<file path="config.mk">
export PLATFORM = sky130hd
export DESIGN_NAME = str_out_engine
export DESIGN_NICKNAME = d
export VERILOG_FILES = /design/src/rtl/str_out_pkg.sv /design/src/rtl/str_ptr_unit.sv /design/src/rtl/str_cnt_unit.sv /design/src/rtl/str_ctrl.sv /design/src/rtl/str_out_engine.sv
export SDC_FILE = /design/constraint.sdc
export NUM_CORES = 1
export LEC_CHECK = 0
export BUFFER_PORTS_ARGS = -buffer_cell sky130_fd_sc_hd__buf_2
export CORE_MARGIN = 2
export CORE_UTILIZATION = 52
export DETAILED_ROUTE_END_ITERATION = 7
export PLACE_DENSITY = 0.81
export SYNTH_ARGS = -nofsm -noshare
export SYNTH_HDL_FRONTEND = slang
export SYNTH_HIERARCHICAL = 1
export SYNTH_SLANG_ARGS = --single-unit
</file>
<file path="constraint.sdc">
create_clock -name clk_i -period 2.6 [get_ports clk_i]
set_input_delay 0.13 -clock clk_i [delete_from_list [all_inputs] [get_ports clk_i]]
set_output_delay 0.13 -clock clk_i [all_outputs]
set_load 0.1 [all_outputs]
</file>
<file path="src/rtl/str_out_pkg.sv">
package str_out_pkg;
  typedef enum logic [1:0] {
    ST_IDLE  = 2'd0,
    ST_READ  = 2'd1,
    ST_WRITE = 2'd2,
    ST_FIN   = 2'd3
  } str_state_e;
endpackage

</file>
<file path="src/rtl/str_ptr_unit.sv">
module str_ptr_unit #(
  parameter int ADDR_W = 16
) (
  input  logic              clk_i,
  input  logic              rst_ni,
  input  logic              load_i,
  input  logic [ADDR_W-1:0] off_i,
  input  logic              dir_dn_i,
  input  logic              step_i,
  output logic [ADDR_W-1:0] ptr_o,
  output logic              dir_o
);
  localparam logic [ADDR_W-1:0] ONE = ADDR_W'(1);

  logic [ADDR_W-1:0] ptr_q;
  logic              dir_q;

  always_ff @(posedge clk_i or negedge rst_ni) begin
    if (!rst_ni) begin
      ptr_q <= '0;
      dir_q <= 1'b0;
    end else if (load_i) begin
      ptr_q <= off_i;
      dir_q <= dir_dn_i;
    end else if (step_i) begin
      ptr_q <= dir_q ? ptr_q - ONE : ptr_q + ONE;
    end
  end

  assign ptr_o = ptr_q;
  assign dir_o = dir_q;
endmodule

</file>
<file path="src/rtl/str_cnt_unit.sv">
module str_cnt_unit #(
  parameter int CNT_W = 16
) (
  input  logic             clk_i,
  input  logic             rst_ni,
  input  logic             load_i,
  input  logic [CNT_W-1:0] cnt_i,
  input  logic             dec_i,
  output logic             last_o
);
  localparam logic [CNT_W-1:0] ONE = CNT_W'(1);

  logic [CNT_W-1:0] cnt_q;

  always_ff @(posedge clk_i or negedge rst_ni) begin
    if (!rst_ni)     cnt_q <= '0;
    else if (load_i) cnt_q <= cnt_i;
    else if (dec_i)  cnt_q <= cnt_q - ONE;
  end

  // the write that takes the count from one to zero ends the run
  assign last_o = (cnt_q == ONE);
endmodule

</file>
<file path="src/rtl/str_ctrl.sv">
module str_ctrl
  import str_out_pkg::*;
(
  input  logic clk_i,
  input  logic rst_ni,
  input  logic start_i,
  input  logic start_zero_i,
  input  logic last_i,
  input  logic mem_valid_i,
  output logic load_o,
  output logic capture_o,
  output logic step_o,
  output logic mem_req_o,
  output logic busy_o,
  output logic done_o
);
  str_state_e state_q, state_d;

  always_comb begin
    state_d   = state_q;
    load_o    = 1'b0;
    capture_o = 1'b0;
    unique case (state_q)
      ST_IDLE: if (start_i) begin
        load_o  = 1'b1;
        state_d = start_zero_i ? ST_FIN : ST_READ;
      end
      ST_READ: if (mem_valid_i) begin
        capture_o = 1'b1;
        state_d   = ST_WRITE;
      end
      ST_WRITE: state_d = last_i ? ST_FIN : ST_READ;
      ST_FIN:   state_d = ST_IDLE;
      default:  state_d = ST_IDLE;
    endcase
  end

  always_ff @(posedge clk_i or negedge rst_ni) begin
    if (!rst_ni) state_q <= ST_IDLE;
    else         state_q <= state_d;
  end

  assign step_o    = (state_q == ST_WRITE);
  assign mem_req_o = (state_q == ST_READ);
  assign busy_o    = (state_q != ST_IDLE);
  assign done_o    = (state_q == ST_FIN);
endmodule

</file>
<file path="src/rtl/str_out_engine.sv">
module str_out_engine #(
  parameter int ADDR_W = 16,
  parameter int PORT_W = 16,
  parameter int CNT_W  = 16,
  parameter int DATA_W = 8
) (
  input  logic              clk_i,
  input  logic              rst_ni,
  input  logic              start_i,
  input  logic [ADDR_W-1:0] src_off_i,
  input  logic [PORT_W-1:0] port_addr_i,
  input  logic [CNT_W-1:0]  count_i,
  input  logic              dir_dn_i,
  output logic              mem_req_o,
  output logic [ADDR_W-1:0] mem_addr_o,
  input  logic              mem_valid_i,
  input  logic [DATA_W-1:0] mem_data_i,
  output logic              io_wr_o,
  output logic [PORT_W-1:0] io_addr_o,
  output logic [DATA_W-1:0] io_data_o,
  output logic              busy_o,
  output logic              done_o
);
  logic              load, capture, step, last, dir_q;
  logic [PORT_W-1:0] port_q;
  logic [DATA_W-1:0] data_q;

  str_ctrl u_ctrl (
    .clk_i       (clk_i),
    .rst_ni      (rst_ni),
    .start_i     (start_i),
    .start_zero_i(count_i == '0),
    .last_i      (last),
    .mem_valid_i (mem_valid_i),
    .load_o      (load),
    .capture_o   (capture),
    .step_o      (step),
    .mem_req_o   (mem_req_o),
    .busy_o      (busy_o),
    .done_o      (done_o)
  );

  str_ptr_unit #(.ADDR_W(ADDR_W)) u_ptr (
    .clk_i   (clk_i),
    .rst_ni  (rst_ni),
    .load_i  (load),
    .off_i   (src_off_i),
    .dir_dn_i(dir_dn_i),
    .step_i  (step),
    .ptr_o   (mem_addr_o),
    .dir_o   (dir_q)
  );

  str_cnt_unit #(.CNT_W(CNT_W)) u_cnt (
    .clk_i (clk_i),
    .rst_ni(rst_ni),
    .load_i(load),
    .cnt_i (count_i),
    .dec_i (step),
    .last_o(last)
  );

  always_ff @(posedge clk_i or negedge rst_ni) begin
    if (!rst_ni) begin
      port_q <= '0;
      data_q <= '0;
    end else begin
      if (load)    port_q <= port_addr_i;
      if (capture) data_q <= mem_data_i;
    end
  end

  assign io_wr_o   = step;
  assign io_addr_o = port_q;
  assign io_data_o = data_q;
endmodule

</file>
==> run summary <==
run status: finished clean
Hold EP: u_cnt/cnt_q[10]
drt first pass iters: 4
main flop type after synthesis: dfrtp_1
worst endpoint required time: 2.81 ns
DRT iter0 DRCs: 113
vias in the first global route: 3,008
Row Count: 29
Worst R2R Setup Slack: 0.22 ns
worst endpoint data arrival time: 2.59 ns
main area contributors after synthesis: dfrtp_1 43%, ha_1 5.8%, mux2_2 5.2%, mux2_4 4.4%, xnor2_1 3.8%
Reg area: 1480 sq um
final setup TNS: 0 ns
# fillers: 502
share of post-route cells with drive strength above 1: 37.7%
Final setup viols: 0
vias per inst: 5.61
RSZ-0062 raised after global routing: no
GR Util met3: 5.35%
Tightest Hold Check Type: in -> reg
CTS buffer count: 9
worst-margin pin slew: 0.699 ns
Slew headroom: 53.2%
Seq cells post-synth: 59
top post-synthesis cells by count: 59 x dfrtp_1, 32 x nand2_1, 18 x o21ai_0
Final ANT Viol Nets: 0
Clk pin slew, worst setup/hold paths: 0.07 ns
global-route wire length before repair: 13.7 mm
hold_sp: count_i[10]
synthesized area: 3450 sq um
Slew Limit Fails: 0
Buffers on Ports: 104
min Tclk post-route: 2.38 ns
CTS sink cnt: 59
Register-to-Register Path Depth: 7
post-synthesis net count: 402
Netlist cell types: 60
HPWL after DPL: 5.88 mm
Die H: 85.4 um
FF-to-FF Start: u_ptr/dir_o
Worst R2R End: u_ptr/ptr_o[14]
DRC viols: 0
number of max-cap violations: 0
post-synth top area share: 42.8%
YS warnings: 6
Synth async-reset ratio: 100%
Total GRT Usage: 23.5%
# diodes: 0
GRT overflow: 0
largest net degree at the start of global routing: 43
DIE AREA: 7290 sq um
final RePlAce weighted congestion: 0.910
number of flops mapped to enable cells by yosys: 0
I/O pin count: 105
Total Wirelength: 8.04 mm
CTS tree: built
sequential share of the synthesized area: 42.8%
area of the multi-input gates: 1880 sq um
most numerous cell in the Yosys netlist: dfrtp_1
nets: 512
most used routing layer: met2
Initial Util: 54.0%
Core ar.: 6390 sq um
CTS Buffer Depth: 2
period utilization: 91.5%
clock root cell: clkbuf_8
WS Path Type: reg -> reg
M1 GR Usage: 28.0%
clock skew: 0.00412 ns
max frequency: 421 MHz
met2 Use GR: 41.7%
H-tree depth: 3
depth of the worst hold-timing path: 3
clock latency on the worst-skew pair: 0.33 ns
Worst Path Max Fanout: 17
Crit. End Element: flop
die width: 85.4 um
via count: 2,891
post-synthesis cell count: 324
largest area contributor in the netlist: dfrtp_1
endpoints failing hold: 0
initial antenna violation count: 0
CP Launch Type: flop
Post-Syn Area per Cell: 10.6 sq um
Layout area overhead: 24.4%
routed length per instance: 15.6 um
==> flip-flops by register name, summed over array words and instances (netlist names) <==
signal / cells
io_addr_o: 16
u_cnt/cnt_q: 16
u_ptr/ptr_o: 16
io_data_o: 8
u_ctrl/state_q: 2
u_ptr/dir_o: 1
==> per-layer routing <==
metal / vias up / routed length (um)
li1: 1413 / -
met1: 1376 / 3310
met2: 86 / 4230
met3: 16 / 350
met4: 0 / 153
met5: - / 0
==> worst max-delay path by stage <==
stage,start,end,slack [ns]
after floorplan,u_ptr/ptr_o[7],u_ptr/ptr_o[12],0.11
after global placement,u_ptr/dir_o,u_ptr/ptr_o[12],0.31
after detailed placement,u_ptr/dir_o,u_ptr/ptr_o[12],0.24
after CTS,u_ptr/dir_o,u_ptr/ptr_o[12],0.21
after global routing,u_ptr/dir_o,u_ptr/ptr_o[12],0.02
final,u_ptr/dir_o,u_ptr/ptr_o[14],0.22
==> per-stage QoR <==
stage	hold WS, ns	cells	utilization [%]	instance area, sq um	worst slack [ns]
6_report	0.0172	515	67.1	4290	0.222
5_1_grt	0.00853	515	67.1	4290	0.0160
4_1_cts	0.00522	515	67.1	4290	0.206
3_5_place_dp	0.170	496	63.3	4050	0.245
3_3_place_gp	0.161	496	63.3	4050	0.306
2_1_floorplan	-0.166	324	-	3450	0.107
==> cells by family after synthesis <==
kind of cell	Yosys count	share of synthesized area (%)
AOI/OAI and AO/OA	79	15.1
xor gates and xnor gates	26	6.61
adders and majority gates	17	6.39
buffers and inverters	19	3.05
DFF	59	42.8
muxes	31	11.1
and+or+nand+nor	93	15.0
==> cells in the final DEF, fill, tap and decap left out, types with 3 or more instances in the layout <==
master and instances:
nand2b_1 3, nand3_1 3, dfrtp_1 59, dlygate4sd3_1 4, nor3_1 6, a221o_1 3, inv_1 4, nor4_1 10
o21ai_1 16, buf_4 5, a21oi_1 12, xnor2_1 15, ha_1 16, xor2_1 11, or3_1 3, mux2_2 16
mux2i_1 4, a22oi_1 8, buf_2 104, mux2_4 10, o21ai_0 18, o21bai_1 3, or4_1 3, nor2_1 10
clkbuf_8 11, nand2_1 32
==> cell type report <==
cell class	instances	share of cell area (%)
tap	77	2.25
sequential	59	34.4
inverter	4	0.350
clock buffer	11	3.53
timing repair buffer	114	14.4
multi-input combinational	246	43.8
clock inverter	4	1.17
==> repair_timing <==
action,4_1_cts,5_1_grt
buffers inserted,0,0
hold buffers,4,0
resized for setup,0,0
endpoints found under the hold margin,28,0
==> critical path: stages (launching register included) <==
cell and delay [ns]:
dfrtp_1 0.72, ha_1 0.44, a211o_1 0.31, a21oi_2 0.13, o21bai_1 0.08, a221oi_2 0.31, or4_1 0.17, nand3_1 0.09
Power is not shown: default switching activity piles up to over one toggle a cycle in this logic, so the estimate is an artifact.
